<file path="src/rtl/sbt_pkg.sv">
package sbt_pkg;
  localparam int BYTE_W = 8;
  localparam int ADDR_W = 7;
  localparam int CNT_W  = $clog2(BYTE_W);

  typedef enum logic [3:0] {
    ST_IDLE, ST_ADDR, ST_ACK_SET, ST_ACK_HOLD, ST_WR,
    ST_RD_LOAD, ST_RD_BIT, ST_RD_ACK, ST_RD_NEXT, ST_HOLD
  } tgt_state_e;

  // strap code: 00 low, 01 high, 1x open -> level 0 / 2 / 1
  function automatic logic [1:0] strap_level(input logic [1:0] code);
    if (code[1])      return 2'd1;
    else if (code[0]) return 2'd2;
    else              return 2'd0;
  endfunction

  function automatic logic [ADDR_W-1:0] strap_to_addr(input logic [1:0] a,
                                                      input logic [1:0] b);
    logic [1:0] la, lb;
    logic [3:0] upper;
    logic [2:0] base;
    la = strap_level(a);
    lb = strap_level(b);
    case (la)
      2'd0:    begin upper = 4'b0011; base = 3'd0; end
      2'd1:    begin upper = 4'b0101; base = 3'd1; end
      default: begin upper = 4'b1001; base = 3'd4; end
    endcase
    return {upper, base + {1'b0, lb}};
  endfunction
endpackage

</file>
<file path="src/rtl/sbt_line_filter.sv">
module sbt_line_filter #(
  parameter int SYNC_LEN = 2,
  parameter int FILT_LEN = 3
) (
  input  logic clk,
  input  logic rst,
  input  logic line_i,
  output logic line_o
);
  logic [SYNC_LEN-1:0] sync_q;
  logic [FILT_LEN-1:0] hist_q;

  always_ff @(posedge clk) begin
    if (rst) begin
      sync_q <= '1;
      hist_q <= '1;
      line_o <= 1'b1;
    end else begin
      sync_q <= {sync_q[SYNC_LEN-2:0], line_i};
      hist_q <= {hist_q[FILT_LEN-2:0], sync_q[SYNC_LEN-1]};
      if (&hist_q)       line_o <= 1'b1;
      else if (~|hist_q) line_o <= 1'b0;
    end
  end

  // a filtered level never lasts a single cycle
  a_r11_min_hold: assert property (@(posedge clk) disable iff (rst)
    $changed(line_o) |=> $stable(line_o));
endmodule

</file>
<file path="src/rtl/sbt_strap_addr.sv">
module sbt_strap_addr
  import sbt_pkg::*;
(
  input  logic              clk,
  input  logic              rst,
  input  logic [1:0]        strap_a,
  input  logic [1:0]        strap_b,
  output logic [ADDR_W-1:0] dev_addr
);
  always_ff @(posedge clk) begin
    if (rst) dev_addr <= strap_to_addr(strap_a, strap_b);
  end

  // address frozen outside reset
  a_r2_addr_held: assert property (@(posedge clk) disable iff (rst)
    !$past(rst) |-> $stable(dev_addr));
endmodule

</file>
<file path="src/rtl/strap_i2c_target.sv">
module strap_i2c_target
  import sbt_pkg::*;
#(
  parameter int SYNC_LEN = 2,
  parameter int FILT_LEN = 3
) (
  input  logic              clk,
  input  logic              rst,
  input  logic              scl_i,
  input  logic              sda_i,
  input  logic [1:0]        strap_a,
  input  logic [1:0]        strap_b,
  output logic              sda_oe,
  output logic              busy,
  output logic              xfer_read,
  output logic              wr_valid,
  output logic [BYTE_W-1:0] wr_data,
  output logic              rd_req,
  input  logic [BYTE_W-1:0] rd_data
);
  localparam logic [CNT_W-1:0] LAST_BIT = CNT_W'(BYTE_W - 1);

  logic [1:0] raw_lines, filt_lines;
  assign raw_lines = {sda_i, scl_i};

  for (genvar g = 0; g < 2; g++) begin : g_line
    sbt_line_filter #(.SYNC_LEN(SYNC_LEN), .FILT_LEN(FILT_LEN)) u_filt (
      .clk(clk), .rst(rst), .line_i(raw_lines[g]), .line_o(filt_lines[g]));
  end

  logic [ADDR_W-1:0] dev_addr;
  sbt_strap_addr u_strap (
    .clk(clk), .rst(rst), .strap_a(strap_a), .strap_b(strap_b),
    .dev_addr(dev_addr));

  logic scl_f, sda_f, scl_p, sda_p;
  assign scl_f = filt_lines[0];
  assign sda_f = filt_lines[1];

  always_ff @(posedge clk) begin
    if (rst) begin
      scl_p <= 1'b1;
      sda_p <= 1'b1;
    end else begin
      scl_p <= scl_f;
      sda_p <= sda_f;
    end
  end

  logic start_det, stop_det, scl_rise, scl_fall;
  assign start_det = scl_f & scl_p &  sda_p & ~sda_f;
  assign stop_det  = scl_f & scl_p & ~sda_p &  sda_f;
  assign scl_rise  =  scl_f & ~scl_p;
  assign scl_fall  = ~scl_f &  scl_p;

  tgt_state_e        state;
  logic [CNT_W-1:0]  bit_cnt;
  logic [BYTE_W-2:0] shreg;

  always_ff @(posedge clk) begin
    if (rst) begin
      state     <= ST_IDLE;
      bit_cnt   <= '0;
      shreg     <= '0;
      sda_oe    <= 1'b0;
      busy      <= 1'b0;
      xfer_read <= 1'b0;
      wr_valid  <= 1'b0;
      wr_data   <= '0;
      rd_req    <= 1'b0;
    end else begin
      wr_valid <= 1'b0;
      rd_req   <= 1'b0;
      if (start_det) begin
        state   <= ST_ADDR;
        bit_cnt <= '0;
        sda_oe  <= 1'b0;
        busy    <= 1'b0;
      end else if (stop_det) begin
        state  <= ST_IDLE;
        sda_oe <= 1'b0;
        busy   <= 1'b0;
      end else begin
        case (state)
          ST_ADDR: if (scl_rise) begin
            shreg   <= {shreg[BYTE_W-3:0], sda_f};
            bit_cnt <= bit_cnt + 1'b1;
            if (bit_cnt == LAST_BIT) begin
              if (shreg == dev_addr) begin
                state     <= ST_ACK_SET;
                xfer_read <= sda_f;
                busy      <= 1'b1;
              end else begin
                state <= ST_HOLD;
              end
            end
          end
          ST_ACK_SET: if (scl_fall) begin
            sda_oe <= 1'b1;
            state  <= ST_ACK_HOLD;
          end
          ST_ACK_HOLD: if (scl_fall) begin
            sda_oe  <= 1'b0;
            bit_cnt <= '0;
            if (xfer_read) begin
              rd_req <= 1'b1;
              state  <= ST_RD_LOAD;
            end else begin
              state <= ST_WR;
            end
          end
          ST_WR: if (scl_rise) begin
            shreg   <= {shreg[BYTE_W-3:0], sda_f};
            bit_cnt <= bit_cnt + 1'b1;
            if (bit_cnt == LAST_BIT) begin
              wr_data  <= {shreg, sda_f};
              wr_valid <= 1'b1;
              state    <= ST_ACK_SET;
            end
          end
          ST_RD_LOAD: begin
            shreg   <= rd_data[BYTE_W-2:0];
            sda_oe  <= ~rd_data[BYTE_W-1];
            bit_cnt <= '0;
            state   <= ST_RD_BIT;
          end
          ST_RD_BIT: if (scl_fall) begin
            if (bit_cnt == LAST_BIT) begin
              sda_oe <= 1'b0;
              state  <= ST_RD_ACK;
            end else begin
              bit_cnt <= bit_cnt + 1'b1;
              sda_oe  <= ~shreg[BYTE_W-2];
              shreg   <= {shreg[BYTE_W-3:0], 1'b0};
            end
          end
          ST_RD_ACK: if (scl_rise) begin
            if (sda_f) begin
              state <= ST_HOLD;
              busy  <= 1'b0;
            end else begin
              state <= ST_RD_NEXT;
            end
          end
          ST_RD_NEXT: if (scl_fall) begin
            rd_req <= 1'b1;
            state  <= ST_RD_LOAD;
          end
          default: ;
        endcase
      end
    end
  end

  // write strobe is a single cycle and only in write transfers
  a_r6_wr_single: assert property (@(posedge clk) disable iff (rst)
    wr_valid |=> !wr_valid);
  a_r6_wr_dir: assert property (@(posedge clk) disable iff (rst)
    wr_valid |-> !xfer_read && busy);
  // read request is a single cycle inside an addressed read
  a_r7_rd_dir: assert property (@(posedge clk) disable iff (rst)
    rd_req |-> xfer_read && busy);
  a_r8_rd_single: assert property (@(posedge clk) disable iff (rst)
    rd_req |=> !rd_req);
  // an unaddressed target never pulls the data line
  a_r5_quiet_unaddressed: assert property (@(posedge clk) disable iff (rst)
    !busy |-> !sda_oe);
  // START always restarts address reception with the line released
  a_r9_start_restart: assert property (@(posedge clk) disable iff (rst)
    start_det |=> state == ST_ADDR && !sda_oe && !busy);
endmodule

</file>
<file path="config.mk">
export PLATFORM = sky130hd
export DESIGN_NAME = strap_i2c_target
export DESIGN_NICKNAME = d
export VERILOG_FILES = /design/src/rtl/sbt_pkg.sv /design/src/rtl/sbt_line_filter.sv /design/src/rtl/sbt_strap_addr.sv /design/src/rtl/strap_i2c_target.sv
export SDC_FILE = /design/constraint.sdc
export NUM_CORES = 1
export LEC_CHECK = 0
export ABC_AREA = 1
export BUFFER_PORTS_ARGS = -buffer_cell sky130_fd_sc_hd__buf_2
export CAP_MARGIN = 10
export CORE_UTILIZATION = 30
export DETAILED_ROUTE_END_ITERATION = 16
export PLACE_DENSITY_LB_ADDON = 0.12
export SETUP_SLACK_MARGIN = 0.3
export SYNTH_ARGS = -nofsm -noshare
export SYNTH_HDL_FRONTEND = slang
export SYNTH_SLANG_ARGS = --single-unit
</file>
<file path="constraint.sdc">
create_clock -name clk -period 1.6 [get_ports clk]
set_input_delay 0.48 -clock clk [delete_from_list [all_inputs] [get_ports clk]]
set_output_delay 0.48 -clock clk [all_outputs]
set_load 0.02 [all_outputs]
</file>
After elaboration in Yosys (flattened, before gate mapping). Cells that the tools add are included.

Add/subtract/negate cells: 2. Multipliers: 0. Divide/modulo/power cells: 0. $lt $le $gt $ge: 0. Eq/ne operators: 35. Shifts and indexed selects: 0. Mux-type cells: 50. Bitwise gates (word level): 17. Reductions and logical operators: 25.

Operators by type and width (count): two-way mux 4 bit (11); inequality test 4 bit (second input constant) (10); case mux 4 bit (8 select lines) (1); inequality test 2 bit (second input constant) (12); AND reduction 6 bit (4); AND reduction 11 bit (2); two-way mux 7 bit (3); case mux 7 bit (3 select lines) (1); two-way mux 1 bit (17); == test 4 x 3 -> 1 bit (second input constant) (4); two-way mux 3 bit (5); two-way mux 2 bit (6); case mux 3 bit (4 select lines) (1); NOT 1 bit (10); nonzero test 10 bit (1); OR reduction 3 bit (3); == test 4 x 2 -> 1 bit (second input constant) (2); case mux 4 bit (2 select lines) (1); nonzero test 4 bit (2); nonzero test 8 bit (1); OR reduction 2 bit (4); bitwise AND 1 bit (7); == test 7 bit (1); case mux 3 bit (2 select lines) (1); other kinds (16) (19).

Flip-flop bits (word level): 48. Bits in latches: 0. Bits in writable memories: 0. ROM bits: 0. Input bits: 16. Output and inout bits: 13. Logic and storage cells: 148. Memories: 0.

Depth between registers and ports, before layout.
Depth in word-level cells: 7. Depth in mapped cells: 11. Gate-level depth less buffers: 11.

Cells and area by module. A second synthesis with hierarchy kept.

Cells, all modules: 333. Area total of the unflattened synthesis: 2354.8 um2.

Modules (own cells, without submodules): strap_i2c_target (instances 1, cells each 266, area an instance 1714.1 um2); sbt_line_filter (instances 2, cells each 22, area an instance 187.7 um2); sbt_strap_addr (instances 1, cells each 23, area an instance 265.3 um2).

Least setup slack after synthesis. Ideal clock, no wire load.

Path kind: register -> register. Start: register bit_cnt[0]. End: register state[0]. Library setup time: 0.111 ns. Arrival time: 1.412 ns. Setup slack: 0.077 ns. Cell stages (with the launch flop): 12. Clock period less this slack: 1.523 ns. Cell sequence: dfxtp_1 -> ha_1 -> ha_1 -> nand3_1 -> nand3_1 -> nand2_1 -> inv_2 -> nand2_1 -> nor2_1 -> nor2_1 -> nor2_1 -> nor2_1.

Longest elaborated chain between the ends: 3.

Ends and longest elaborated chain: start, declared (line strap_i2c_target.sv:57) `logic [CNT_W-1:0] bit_cnt;`; start signal, assigned (line strap_i2c_target.sv:87) `bit_cnt <= bit_cnt + 1'b1;`; start signal, assigned (line strap_i2c_target.sv:114) `bit_cnt <= bit_cnt + 1'b1;`; start signal, assigned (line strap_i2c_target.sv:132) `bit_cnt <= bit_cnt + 1'b1;`; == test 3 bit (*) (line strap_i2c_target.sv:88, strap_i2c_target.sv:115, strap_i2c_target.sv:128); inequality test 4 bit (no source line); AND reduction 11 bit (no source line) (*); end signal, assigned (line strap_i2c_target.sv:90) `state <= ST_ACK_SET;`; end signal, assigned (line strap_i2c_target.sv:118) `state <= ST_ACK_SET;`; end signal, assigned (line strap_i2c_target.sv:130) `state <= ST_RD_ACK;`; end, declared (line strap_i2c_target.sv:56) `tgt_state_e state;`.

Mark *: on every way between the ends. The rest lies on a longest branch, timed or not. A chain may end at the register's enable or synchronous reset.

Worst setup path in the final report.
Start: register bit_cnt[1]. End: register sda_oe.

Longest elaborated chain between the ends: 4.

Ends and longest elaborated chain: == test 3 bit (line strap_i2c_target.sv:128) `if (bit_cnt == LAST_BIT) begin`; two-way mux 1 bit (line strap_i2c_target.sv:128); two-way mux 1 bit (line strap_i2c_target.sv:127) `ST_RD_BIT: if (scl_fall) begin`; case mux 1 bit (4 select lines) (line strap_i2c_target.sv:84) `case (state)`; end signal, assigned (line strap_i2c_target.sv:123) `sda_oe <= ~rd_data[BYTE_W-1];`; end signal, assigned (line strap_i2c_target.sv:133) `sda_oe <= ~shreg[BYTE_W-2];`; end, declared (line strap_i2c_target.sv:13) `output logic sda_oe,`.

Every way passes these cells. The select of a mux whose other input is x is not followed.

==> impl_metrics.env <==
export IMPL_power_sequential_fraction=0.329
export IMPL_tot_gr_track_use=0.161
export IMPL_synth_sequential_area_ratio=0.442
export IMPL_launch_point_of_the_worst_hold_path="sda_i"
export IMPL_setup_total_negative_slack_ns=0
export IMPL_netlist_area_um2=2270
export IMPL_synth_net_count=343
export IMPL_worstSetupStartpointType="flop"
export IMPL_netlist_top_cells_count="sky130_fd_sc_hd__nand2_1, sky130_fd_sc_hd__nor2_1, sky130_fd_sc_hd__dfxtp_1, sky130_fd_sc_hd__inv_1, sky130_fd_sc_hd__nand3_1"
export IMPL_max_clock_freq_mhz=701
export IMPL_remaining_drc_errors=0
export IMPL_switching_share=0.455
export IMPL_io_pins=29
export IMPL_cellLeakagePower_uw=0.00141
export IMPL_met2_length_um=2460
export IMPL_dp_hpwl_um=4290
export IMPL_io_buffers=28
export IMPL_yosysMostFrequentCell="sky130_fd_sc_hd__nand2_1"
export IMPL_detail_route_antenna_nets=0
export IMPL_initial_core_utilization=0.311
export IMPL_max_slew_violation_total_from_the_final_report=0
export IMPL_internal_power_uw=2620
export IMPL_grt_pass1_vias=1972
export IMPL_die_y_um=88.9
export IMPL_synth_warning_count=0
export IMPL_count_of_distinct_cell_types_in_the_synthesized_netlist=26
export IMPL_total_detailed_routing_wirelength_um=5700
export IMPL_globalRoute_totalOverflow=0
export IMPL_ys_top_cells_by_area="sky130_fd_sc_hd__dfxtp_1, sky130_fd_sc_hd__nand2_1, sky130_fd_sc_hd__edfxtp_1"
export IMPL_vias=2180
export IMPL_grt_start_max_net_pins=18
export IMPL_clock_sinks=47
export IMPL_cts_tree="yes"
export IMPL_maxCapViolations=0
export IMPL_reg_to_reg_start="bit_cnt[1]"
export IMPL_final_net_count=396
export IMPL_drt_initial_drc_count=65
export IMPL_routed_top_layer="met4"
export IMPL_clkPwrFrac=0.165
export IMPL_power_net_switching_uw=2190
export IMPL_fraction_of_post_synthesis_cell_area_in_the_top_cell_type_by_area=0.362
export IMPL_timing_critical_path_from="bit_cnt[1]"
export IMPL_synthFlopType="sky130_fd_sc_hd__dfxtp_1"
export IMPL_final_period_minus_worst_setup_slack_ns=1.43
export IMPL_synth_edff_count=6
export IMPL_rsz0062_at_grt="true"
export IMPL_share_of_total_power_in_combinational_logic=0.506
export IMPL_critical_path_endpoint_type="flop"
export IMPL_core_area_um2=7290
export IMPL_avg_inst_size_synth_um2=7.00
export IMPL_route_detailed_wl_per_inst_um=12.0
export IMPL_areaGrowthSynthToFinish_pct=34.5
export IMPL_largest_buffer_count_on_any_clock_path=2
export IMPL_number_of_antenna_violations_at_the_first_check_in_global_routing=0
export IMPL_post_synth_top_area_cell="sky130_fd_sc_hd__dfxtp_1"
export IMPL_layout_drive_gt1_share=0.386
export IMPL_met1Wirelength_um=3010
export IMPL_clkLatencyLatePin_ns=0.31
export IMPL_cts_root_buf="sky130_fd_sc_hd__clkbuf_8"
export IMPL_dr_wl_met3_um=174
export IMPL_path_clk_slew_ns=0.10
export IMPL_hold_violations=0
export IMPL_min_path_type="in -> reg"
export IMPL_gp_congestion=0.833
export IMPL_fin_crit_sh=0.891
export IMPL_htree_levels=2
export IMPL_preCtsSetupSlack_ns=0.0510
export IMPL_timing_max_slew_rel_slack=0.741
export IMPL_worst_ir_drop_vdd_uv=536
export IMPL_timing_setup_critical_path_class="reg -> reg"
export IMPL_area_enclosed_by_the_die_boundary_um2=7910
export IMPL_n_antenna_cell=0
export IMPL_number_of_buffers_created_by_cts=5
export IMPL_tightest_slew_ns=0.387
export IMPL_yosys_register_bits=47
export IMPL_critPathArrivalTime_ns=1.66
export IMPL_worst_clock_skew_ns=0.00565
export IMPL_rows=31
export IMPL_fp_dieW_um=88.9
export IMPL_postLayoutSetupSlackWorst_ns=0.174
export IMPL_power_density_cell_area_nw_per_um2=1580
export IMPL_wire_length_of_the_first_global_routing_pass_um=9710
export IMPL_detailedRoute_firstPassIterationCount=4
export IMPL_postSynth_asyncResetShare=0
export IMPL_run_status="complete, no violations"
export IMPL_avgViaCountPerCell=4.57
export IMPL_cp_required_ns=1.84
export IMPL_critical_path_peak_fanout=3
export IMPL_synthesis_instances=324
export IMPL_setup_violations=0
-- power by group through the flow --
stage                     Combinational [uW]  Sequential (uW)  Clock, uW
after global routing                    2770             1610        871
after detailed placement                2000             1560          0
after global placement                  2010             1560          0
final                                   2440             1580        792
after floorplan                         1500             1540          0
after CTS                               2360             1570        825
-- sequential cells by signal, indices dropped and copies added (netlist names), 2 cells and up --
name                  flops
shreg                     7
g_line.u_filt.hist_q      6
g_line.u_filt.sync_q      4
wr_data                   8
u_strap.dev_addr          6
bit_cnt                   3
g_line.u_filt.line_o      2
state                     4
-- what timing repair did --
item | 4_1_cts | 5_1_grt
endpoints found under the hold margin | 0 | 0
hold buffers | 0 | 0
setup buffers | 10 | 2
pin swaps | 19 | 16
resized for setup | 41 | 40
endpoints found under the setup margin | 29 | 35
-- stage by stage --
stage / area, um2 / utilization / total power [uW] / hold slack (ns) / cells
after floorplan: 2320 / - / 3050 / 0.389 / 324
after global placement: 2650 / 0.364 / 3570 / 0.390 / 457
after detailed placement: 2650 / 0.364 / 3560 / 0.394 / 457
after CTS: 2940 / 0.404 / 4750 / 0.341 / 475
after global routing: 3050 / 0.418 / 5250 / 0.332 / 477
final: 3050 / 0.418 / 4810 / 0.353 / 477
-- layout make-up --
class / instances / area (um2)
well taps: 99 / 124
clock buffers: 5 / 68.8
fillers: 815 / 4240
flip-flops and latches: 47 / 1030
inverters: 45 / 181
repair buffers: 52 / 363
clock inverters: 3 / 26.3
multi-input cells: 226 / 1250
-- per-layer routing --
metal	GRT usage	up-vias
met1	0.234	995
met4	0.0433	0
met2	0.248	35
met5	0	-
met3	0.0286	4
li1	-	1146
-- worst max-delay path, cell delays in order (launching register included) --
cell and delay [ns]:
sky130_fd_sc_hd__dfxtp_2 0.35, sky130_fd_sc_hd__ha_4 0.16, sky130_fd_sc_hd__ha_4 0.17, sky130_fd_sc_hd__inv_1 0.06, sky130_fd_sc_hd__nand2_2 0.09, sky130_fd_sc_hd__buf_4 0.15
sky130_fd_sc_hd__buf_6 0.10, sky130_fd_sc_hd__o22ai_2 0.07, sky130_fd_sc_hd__a21oi_1 0.06, sky130_fd_sc_hd__a21oi_1 0.14
-- final timing paths --
| check | to | slack, ns | depth (start not counted) |
|---|---|---|---|
| max | sda_oe | 0.17 | 9 |
| min | g_line[1].u_filt.sync_q[0] | 0.35 | 2 |
| max reg2reg | sda_oe | 0.17 | 9 |
| min reg2reg | g_line[1].u_filt.hist_q[0] | 0.42 | 1 |
-- kinds of logic after synthesis --
logic type | count (synthesis) | synth area share
adders and majority gates | 3 | 0.0166
buffers and inverters | 51 | 0.0855
xor gates and xnor gates | 1 | 0.00386
DFF | 47 | 0.442
and+or+nand+nor | 164 | 0.315
AOI/OAI and AO/OA | 58 | 0.138
-- placed cells by master, fill, tap and decap left out, types with 2 or more instances in the layout --
cell                       netlist  final
sky130_fd_sc_hd__or2_2          10     10
sky130_fd_sc_hd__ha_4            0      2
sky130_fd_sc_hd__o211ai_1        3      3
sky130_fd_sc_hd__dfxtp_4         0      4
sky130_fd_sc_hd__o21ai_0        21     19
sky130_fd_sc_hd__nor2_2          3     10
sky130_fd_sc_hd__a21oi_2         0      2
sky130_fd_sc_hd__buf_2           2     17
sky130_fd_sc_hd__nand3_1        27     20
sky130_fd_sc_hd__nand2_2         6     11
sky130_fd_sc_hd__buf_4           0     31
sky130_fd_sc_hd__o21ai_2         0      2
sky130_fd_sc_hd__inv_2           7     10
sky130_fd_sc_hd__dfxtp_2         0     13
sky130_fd_sc_hd__nor3_1          3      3
sky130_fd_sc_hd__inv_1          37     30
sky130_fd_sc_hd__edfxtp_1        6      6
sky130_fd_sc_hd__nand2_4         0      4
sky130_fd_sc_hd__nand2_1        68     59
sky130_fd_sc_hd__nor2_1         44     35
sky130_fd_sc_hd__dfxtp_1        41     24
sky130_fd_sc_hd__o21ai_1        12     12
sky130_fd_sc_hd__buf_6           0      4
sky130_fd_sc_hd__inv_6           0      2
sky130_fd_sc_hd__a21oi_1        18     15
sky130_fd_sc_hd__nor2_4          1      3
sky130_fd_sc_hd__clkbuf_8        0      5
sky130_fd_sc_hd__nand3_2         0      6
sky130_fd_sc_hd__inv_4           0      4
sky130_fd_sc_hd__nand4_1         2      2
No activity file was read; power rests on OpenSTA's default activity.
